`src/rtl/bcs_pkg.sv`:
```
package bcs_pkg;
  localparam int MODE_W = 7;

  typedef enum logic {
    ORD_SEQ = 1'b0,
    ORD_ILV = 1'b1
  } ord_e;

  typedef struct packed {
    logic [2:0] lat;
    ord_e       ord;
    logic [2:0] len;
  } mode_t;

  localparam logic [2:0] LEN_FULL = 3'b111;
endpackage

```
`src/rtl/bcs_mode_reg.sv`:
```
module bcs_mode_reg
  import bcs_pkg::*;
#(
  parameter int COL_W = 8
) (
  input  logic                  clk,
  input  logic                  rst,
  input  logic                  mode_we,
  input  logic [MODE_W-1:0]     mode_word,
  output ord_e                  ord,
  output logic [COL_W-1:0]      len_mask,
  output logic                  full_page,
  output logic [2:0]            lat,
  output logic                  err
);
  mode_t mode_q;
  logic  err_q;
  mode_t wr_mode;

  assign wr_mode = mode_t'(mode_word);

  function automatic logic is_bad(input mode_t m);
    logic bad_lat, bad_len, bad_ord;
    bad_lat = (m.lat == 3'b000) || m.lat[2];
    bad_len = (m.len == 3'b100) || (m.len == 3'b101) || (m.len == 3'b110);
    bad_ord = (m.ord == ORD_ILV) && !((m.len == 3'b010) || (m.len == 3'b011));
    return bad_lat || bad_len || bad_ord;
  endfunction

  always_ff @(posedge clk) begin
    if (rst) begin
      mode_q <= '{lat: 3'b001, ord: ORD_SEQ, len: 3'b000};
      err_q  <= 1'b0;
    end else if (mode_we) begin
      mode_q <= wr_mode;
      err_q  <= is_bad(wr_mode);
    end
  end

  assign ord       = mode_q.ord;
  assign lat       = mode_q.lat;
  assign err       = err_q;
  assign full_page = (mode_q.len == LEN_FULL);

  always_comb begin
    if (full_page) len_mask = '1;
    else           len_mask = (COL_W'(1) << mode_q.len[1:0]) - COL_W'(1);
  end

  AST_ERR_BAD_LAT: assert property (@(posedge clk) disable iff (rst)
    (mode_we && (mode_word[6:4] == 3'b000)) |=> err);
  AST_ERR_ILV_LEN1: assert property (@(posedge clk) disable iff (rst)
    (mode_we && (mode_word[3:0] == 4'b1000)) |=> err);
endmodule

```
`src/rtl/bcs_addr_gen.sv`:
```
module bcs_addr_gen
  import bcs_pkg::*;
#(
  parameter int COL_W = 8
) (
  input  logic             clk,
  input  logic             rst,
  input  logic             start,
  input  logic [COL_W-1:0] start_col,
  input  logic             start_read,
  input  logic             stop,
  input  logic             err,
  input  ord_e             ord,
  input  logic [COL_W-1:0] len_mask,
  input  logic             full_page,
  input  logic [2:0]       lat,
  output logic [COL_W-1:0] col_addr,
  output logic             col_valid,
  output logic             read_beat,
  output logic [2:0]       lat_q
);
  logic [COL_W-1:0] base_q, beat_q, mask_q, addr_q;
  logic [COL_W-1:0] beat_nx, addr_nx;
  logic             valid_q, rd_q, full_q;
  ord_e             ord_q;
  logic             accept, last;

  assign accept  = start && !err;
  assign last    = !full_q && (beat_q == mask_q);
  assign beat_nx = beat_q + COL_W'(1);

  always_comb begin
    if (ord_q == ORD_ILV) addr_nx = base_q ^ beat_nx;
    else addr_nx = (addr_q & ~mask_q) | ((addr_q + COL_W'(1)) & mask_q);
  end

  always_ff @(posedge clk) begin
    if (rst) begin
      valid_q <= 1'b0;
      addr_q  <= '0;
      base_q  <= '0;
      beat_q  <= '0;
      mask_q  <= '0;
      rd_q    <= 1'b0;
      full_q  <= 1'b0;
      ord_q   <= ORD_SEQ;
      lat_q   <= 3'b001;
    end else if (accept) begin
      valid_q <= 1'b1;
      addr_q  <= start_col;
      base_q  <= start_col;
      beat_q  <= '0;
      mask_q  <= len_mask;
      rd_q    <= start_read;
      full_q  <= full_page;
      ord_q   <= ord;
      lat_q   <= lat;
    end else if (valid_q) begin
      if (stop || last) begin
        valid_q <= 1'b0;
      end else begin
        addr_q <= addr_nx;
        beat_q <= beat_nx;
      end
    end
  end

  assign col_addr  = addr_q;
  assign col_valid = valid_q;
  assign read_beat = valid_q && rd_q;

  AST_START_LOAD: assert property (@(posedge clk) disable iff (rst)
    (start && !err) |=> (col_valid && (col_addr == $past(start_col))));
  AST_ERR_BLOCKS: assert property (@(posedge clk) disable iff (rst)
    (start && err && !col_valid) |=> !col_valid);
  AST_STOP_ENDS: assert property (@(posedge clk) disable iff (rst)
    (stop && !start) |=> !col_valid);
  AST_FULL_STEP: assert property (@(posedge clk) disable iff (rst)
    (col_valid && full_q && (ord_q == ORD_SEQ) && !start && !stop)
      |=> (col_valid && (col_addr == $past(col_addr) + COL_W'(1))));
  AST_ILV_UPPER: assert property (@(posedge clk) disable iff (rst)
    (col_valid && (ord_q == ORD_ILV) && !start)
      |=> (col_addr[COL_W-1:3] == $past(col_addr[COL_W-1:3])));
  AST_FIXED_END: assert property (@(posedge clk) disable iff (rst)
    (col_valid && !full_q && (beat_q == mask_q) && !start) |=> !col_valid);
endmodule

```
`src/rtl/bcs_valid_pipe.sv`:
```
module bcs_valid_pipe #(
  parameter int LAT_MAX = 3
) (
  input  logic       clk,
  input  logic       rst,
  input  logic       beat_in,
  input  logic [2:0] lat,
  output logic       rd_valid
);
  localparam int STAGES = (LAT_MAX > 1) ? LAT_MAX - 1 : 1;

  logic [STAGES-1:0] stg;
  logic              tap;
  logic              rdv_q;

  for (genvar i = 0; i < STAGES; i++) begin : g_stage
    always_ff @(posedge clk) begin
      if (rst) stg[i] <= 1'b0;
      else if (i == 0) stg[i] <= beat_in;
      else stg[i] <= stg[(i == 0) ? 0 : i - 1];
    end
  end

  always_comb begin
    tap = beat_in;
    for (int j = 2; j <= LAT_MAX; j++) begin
      if (lat == 3'(j)) tap = stg[j-2];
    end
  end

  always_ff @(posedge clk) begin
    if (rst) rdv_q <= 1'b0;
    else     rdv_q <= tap;
  end

  assign rd_valid = rdv_q;

  AST_RDV_LAT1: assert property (@(posedge clk) disable iff (rst)
    ((lat == 3'd1) && beat_in) |=> rd_valid);
  AST_RDV_LAT1_IDLE: assert property (@(posedge clk) disable iff (rst)
    ((lat == 3'd1) && !beat_in) |=> !rd_valid);
endmodule

```
`src/rtl/burst_col_seq.sv`:
```
module burst_col_seq
  import bcs_pkg::*;
#(
  parameter int COL_W   = 8,
  parameter int LAT_MAX = 3
) (
  input  logic              clk,
  input  logic              rst,
  input  logic              mode_we,
  input  logic [MODE_W-1:0] mode_word,
  input  logic              start,
  input  logic [COL_W-1:0]  start_col,
  input  logic              start_read,
  input  logic              stop,
  output logic [COL_W-1:0]  col_addr,
  output logic              col_valid,
  output logic              rd_valid,
  output logic              mode_err
);
  ord_e             ord;
  logic [COL_W-1:0] len_mask;
  logic             full_page;
  logic [2:0]       lat, lat_q;
  logic             read_beat;

  bcs_mode_reg #(.COL_W(COL_W)) u_mode (
    .clk(clk), .rst(rst), .mode_we(mode_we), .mode_word(mode_word),
    .ord(ord), .len_mask(len_mask), .full_page(full_page), .lat(lat),
    .err(mode_err)
  );

  bcs_addr_gen #(.COL_W(COL_W)) u_addr (
    .clk(clk), .rst(rst), .start(start), .start_col(start_col),
    .start_read(start_read), .stop(stop), .err(mode_err), .ord(ord),
    .len_mask(len_mask), .full_page(full_page), .lat(lat),
    .col_addr(col_addr), .col_valid(col_valid), .read_beat(read_beat),
    .lat_q(lat_q)
  );

  bcs_valid_pipe #(.LAT_MAX(LAT_MAX)) u_pipe (
    .clk(clk), .rst(rst), .beat_in(read_beat), .lat(lat_q),
    .rd_valid(rd_valid)
  );

  AST_RESET_QUIET: assert property (@(posedge clk)
    rst |=> (!col_valid && !rd_valid && !mode_err));
endmodule

```
`config.mk`:
```
export PLATFORM = sky130hd
export DESIGN_NAME = burst_col_seq
export DESIGN_NICKNAME = d
export VERILOG_FILES = /design/src/rtl/bcs_pkg.sv /design/src/rtl/bcs_mode_reg.sv /design/src/rtl/bcs_addr_gen.sv /design/src/rtl/bcs_valid_pipe.sv /design/src/rtl/burst_col_seq.sv
export SDC_FILE = /design/constraint.sdc
export NUM_CORES = 1
export LEC_CHECK = 0
export ABC_AREA = 1
export BUFFER_PORTS_ARGS = -buffer_cell sky130_fd_sc_hd__buf_2
export CAP_MARGIN = 40
export CORE_MARGIN = 5
export CORE_UTILIZATION = 40
export DETAILED_ROUTE_END_ITERATION = 12
export PLACE_DENSITY = 0.58
export SYNTH_ARGS = -nofsm -noshare
export SYNTH_HDL_FRONTEND = slang
export SYNTH_HIERARCHICAL = 1
export SYNTH_SLANG_ARGS = --single-unit
```
`constraint.sdc`:
```
create_clock -name clk -period 2 [get_ports clk]
set_input_delay 0.3 -clock clk [delete_from_list [all_inputs] [get_ports clk]]
set_output_delay 0.3 -clock clk [all_outputs]
set_load 0.03 [all_outputs]
```
==> out/metrics.csv <==
metric,value,unit
worstHoldStart,start_read,
first_iter_violations,122,
cp.required,2200,ps
rsz0062_at_grt,no,
cts-buffers-inserted,5,
diodes,0,
r2r-start,u_addr/beat_q[0]$_SDFFE_PP0P_,
rows,30,
overflow,0,
synth_seq_cells,50,
synth_cell_types,34,
r2r_cells,12,
synth-xor-area-share,2.57,%
path_clk_slew,90,ps
dp.cells,508,
combinationalPowerShare,19.3,%
path_cells,"ha_1, nand2_1, inv_1, nand2_1, xor2_1, inv_1, nand2_1, nand3_1, nand2_1, nand2_1, nor2_1, nor2_1",
synth_area_leaders,"dfxtp_1 (37%), nand2_1 (16%), inv_1 (7.0%)",
die_h,92.5,um
cts-root-buf,clkbuf_8,
syn_inst,406,
cts_setup_buffers,0,
grt_pass1_vias,2348,
insertion_delay,300,ps
p_int,1.49,mW
min_period,1680,ps
cts_num_sinks,50,
wire_per_inst,12.9,um
grt_pass1_wl,11.3,mm
hpwlAfterDp,5.07,mm
start_util,40.5,%
multi_input_area,1380,um^2
worstPathArrival,1880,ps
pwr-share-seq,52.0,%
synth_compound_area_share,13.6,%
dr.pass1.iters,4,
cts-hold-fix-buffers,0,
drive_gt1_share,16.5,%
clkPwrFrac,28.7,%
grt_usage,16.5,%
synth_top_family_by_area,simple AND/OR/NAND/NOR gates,
dieWidth,92.5,um
final_nets,459,
finalInstanceArea,3010,um^2
reg2reg_slack,320,ps
crit_path_end_kind,flop,
cpPeakStageDelay,460,ps
cts_max_level,2,
synthSimpleGateAreaFrac,33.1,%
tightest_slew,352,ps
irDropWorstVdd,0.371,mV
antenna_found_initial,0,
slew_violations,0,
cts_buffer_depth,2,
dr_total_vias,2539,
synthAdderAreaFrac,1.38,%
hold_violations,0,
place_congestion,0.828,
syn_nets,430,
clock_skew,7.89,ps
wirelength,6.65,mm
synth_area,2720,um^2
ctsResizeCount,0,
placed_area,2910,um^2
fin_crit_sh,84.0,%
worstPathMaxFanout,6,
ant_nets,0,
p_leak,1.49,nW
grt_start_max_net_pins,23,
hold_depth,3,
switchingPower,0.665,mW
tns,0,ps
final_cells,516,
core,6720,um^2
outcome,completed,
totalPowerFinal,2.15,mW
synth_top_area_share,36.7,%
io_pins,32,
area_growth_syn_to_layout,10.3,%
power_density,716,nW/um^2
start_kind,flop,
hold_class,in -> reg,
io_buffers,31,
synth_mux_area_share,0,%
post_drt_via_cell_ratio,4.92,
setup_viol,0,
worst_path_most_repeated_cell,nand2_1,
clock.fmax,595,MHz
layout.area.seq,1000,um^2
dieArea,8560,um^2
synth_seq_area_share,36.7,%
syn_area_per_cell,6.71,um^2
drc_errors,0,
maxCapViolations,0,
critPathKind,reg -> reg,
yosys_warnings,6,
cts_tree,yes,
holdPathEnd,u_addr/rd_q$_SDFFE_PP0P_,
crit_slowest_cell,dfxtp_1,
p_sw_share,30.9,%
fill_cells,720,
relSlewSlack,76.4,%
yosysTopAreaCell,dfxtp_1,
## worst max-delay path, delay by kind of cell, from the launching register on
family	cells	cell delay [ps]
AND/OR/NAND/NOR	8	550
XOR/XNOR	1	180
flip-flops	1	460
buffers and inverters	2	190
adder cells (fa/ha/maj)	1	210
## worst max-delay path by stage
stage | startpoint | endpoint | cells after the start
floorplan | u_addr/col_addr[0]$_SDFFE_PP0P_ | flop | 7
finish | u_addr/beat_q[0]$_SDFFE_PP0P_ | flop | 12
global route | u_addr/beat_q[0]$_SDFFE_PP0P_ | flop | 12
detailed placement | u_addr/beat_q[0]$_SDFFE_PP0P_ | flop | 12
global placement | u_addr/beat_q[0]$_SDFFE_PP0P_ | flop | 12
CTS | u_addr/beat_q[0]$_SDFFE_PP0P_ | flop | 12
## layer usage
metal,global-route usage [%],vias to the layer above,part of all wire (%)
met5,0,-,0
met4,3.96,0,1.0
met3,2.76,7,3.9
met2,28.6,60,48
met1,21.2,1127,47
li1,-,1345,-
## cells in the final DEF, fill, tap and decap left out, types with 2 or more instances in the layout
master	count
o21ai_1	2
nand3_1	28
o21bai_1	2
o21ai_2	2
nor2_1	44
nand4_1	7
inv_2	5
nand2_1	113
a21oi_2	2
a211oi_1	4
nand3_2	5
clkbuf_8	6
nor2_2	2
nand2_4	2
a21oi_1	24
xor2_1	5
ha_1	3
inv_1	51
buf_4	8
o22ai_1	6
dfxtp_1	50
xnor2_1	3
buf_2	31
nand2_2	3
o21ai_0	18
or2_2	2
## logic make-up (layout without fill, tap and decap cells)
group           after synthesis  in the layout
buf+inv                      74            104
xor+xnor                      8              8
compound gates               64             64
flops                        50             50
simple gates                207            207
fa+ha+maj                     3              3
## synthesized netlist by cell type
cell type and instances:
nand2_1 113, inv_1 51, dfxtp_1 50, nor2_1 44
nand3_1 28, a21oi_1 24, o21ai_0 18, nand4_1 7
o22ai_1 6, buf_6 5, clkbuf_1 5, inv_2 5
nand3_2 5, xor2_1 5, a211oi_1 4, buf_4 4
ha_1 3, nand2_2 3, xnor2_1 3, a21oi_2 2
buf_2 2, nand2_4 2, nor2_2 2, o21ai_1 2
o21ai_2 2, o21bai_1 2, or2_2 2, a211oi_2 1
a21boi_1 1, a31oi_1 1, clkbuf_8 1, clkinv_1 1
nor2_4 1, o211ai_1 1
## final cells by class
type / instances / share of cell area (%)
timing repair buffer: 39 / 7.16
clock inverter: 2 / 0.416
clock buffer: 6 / 2.75
multi-input combinational: 282 / 45.9
inverter: 57 / 7.12
tap: 80 / 3.33
sequential: 50 / 33.3
## power groups by stage
stage          sequential (mW)  combinational [mW]  clock [mW]
2_1_floorplan             1.16               0.287           0
3_3_place_gp              1.14               0.412           0
3_5_place_dp              1.14               0.417           0
4_1_cts                   1.12               0.418       0.649
5_1_grt                   1.13               0.470       0.688
6_report                  1.12               0.415       0.618
## metrics by stage
| stage | util [%] | setup WS [ps] | hold WS [ps] |
|---|---|---|---|
| after floorplan | - | 460 | 362 |
| after global placement | 43.3 | 380 | 411 |
| after detailed placement | 43.3 | 333 | 421 |
| after CTS | 44.7 | 320 | 231 |
| after global routing | 44.7 | 95.1 | 235 |
| final | 44.7 | 320 | 239 |
No activity file was read; power rests on OpenSTA's default activity.
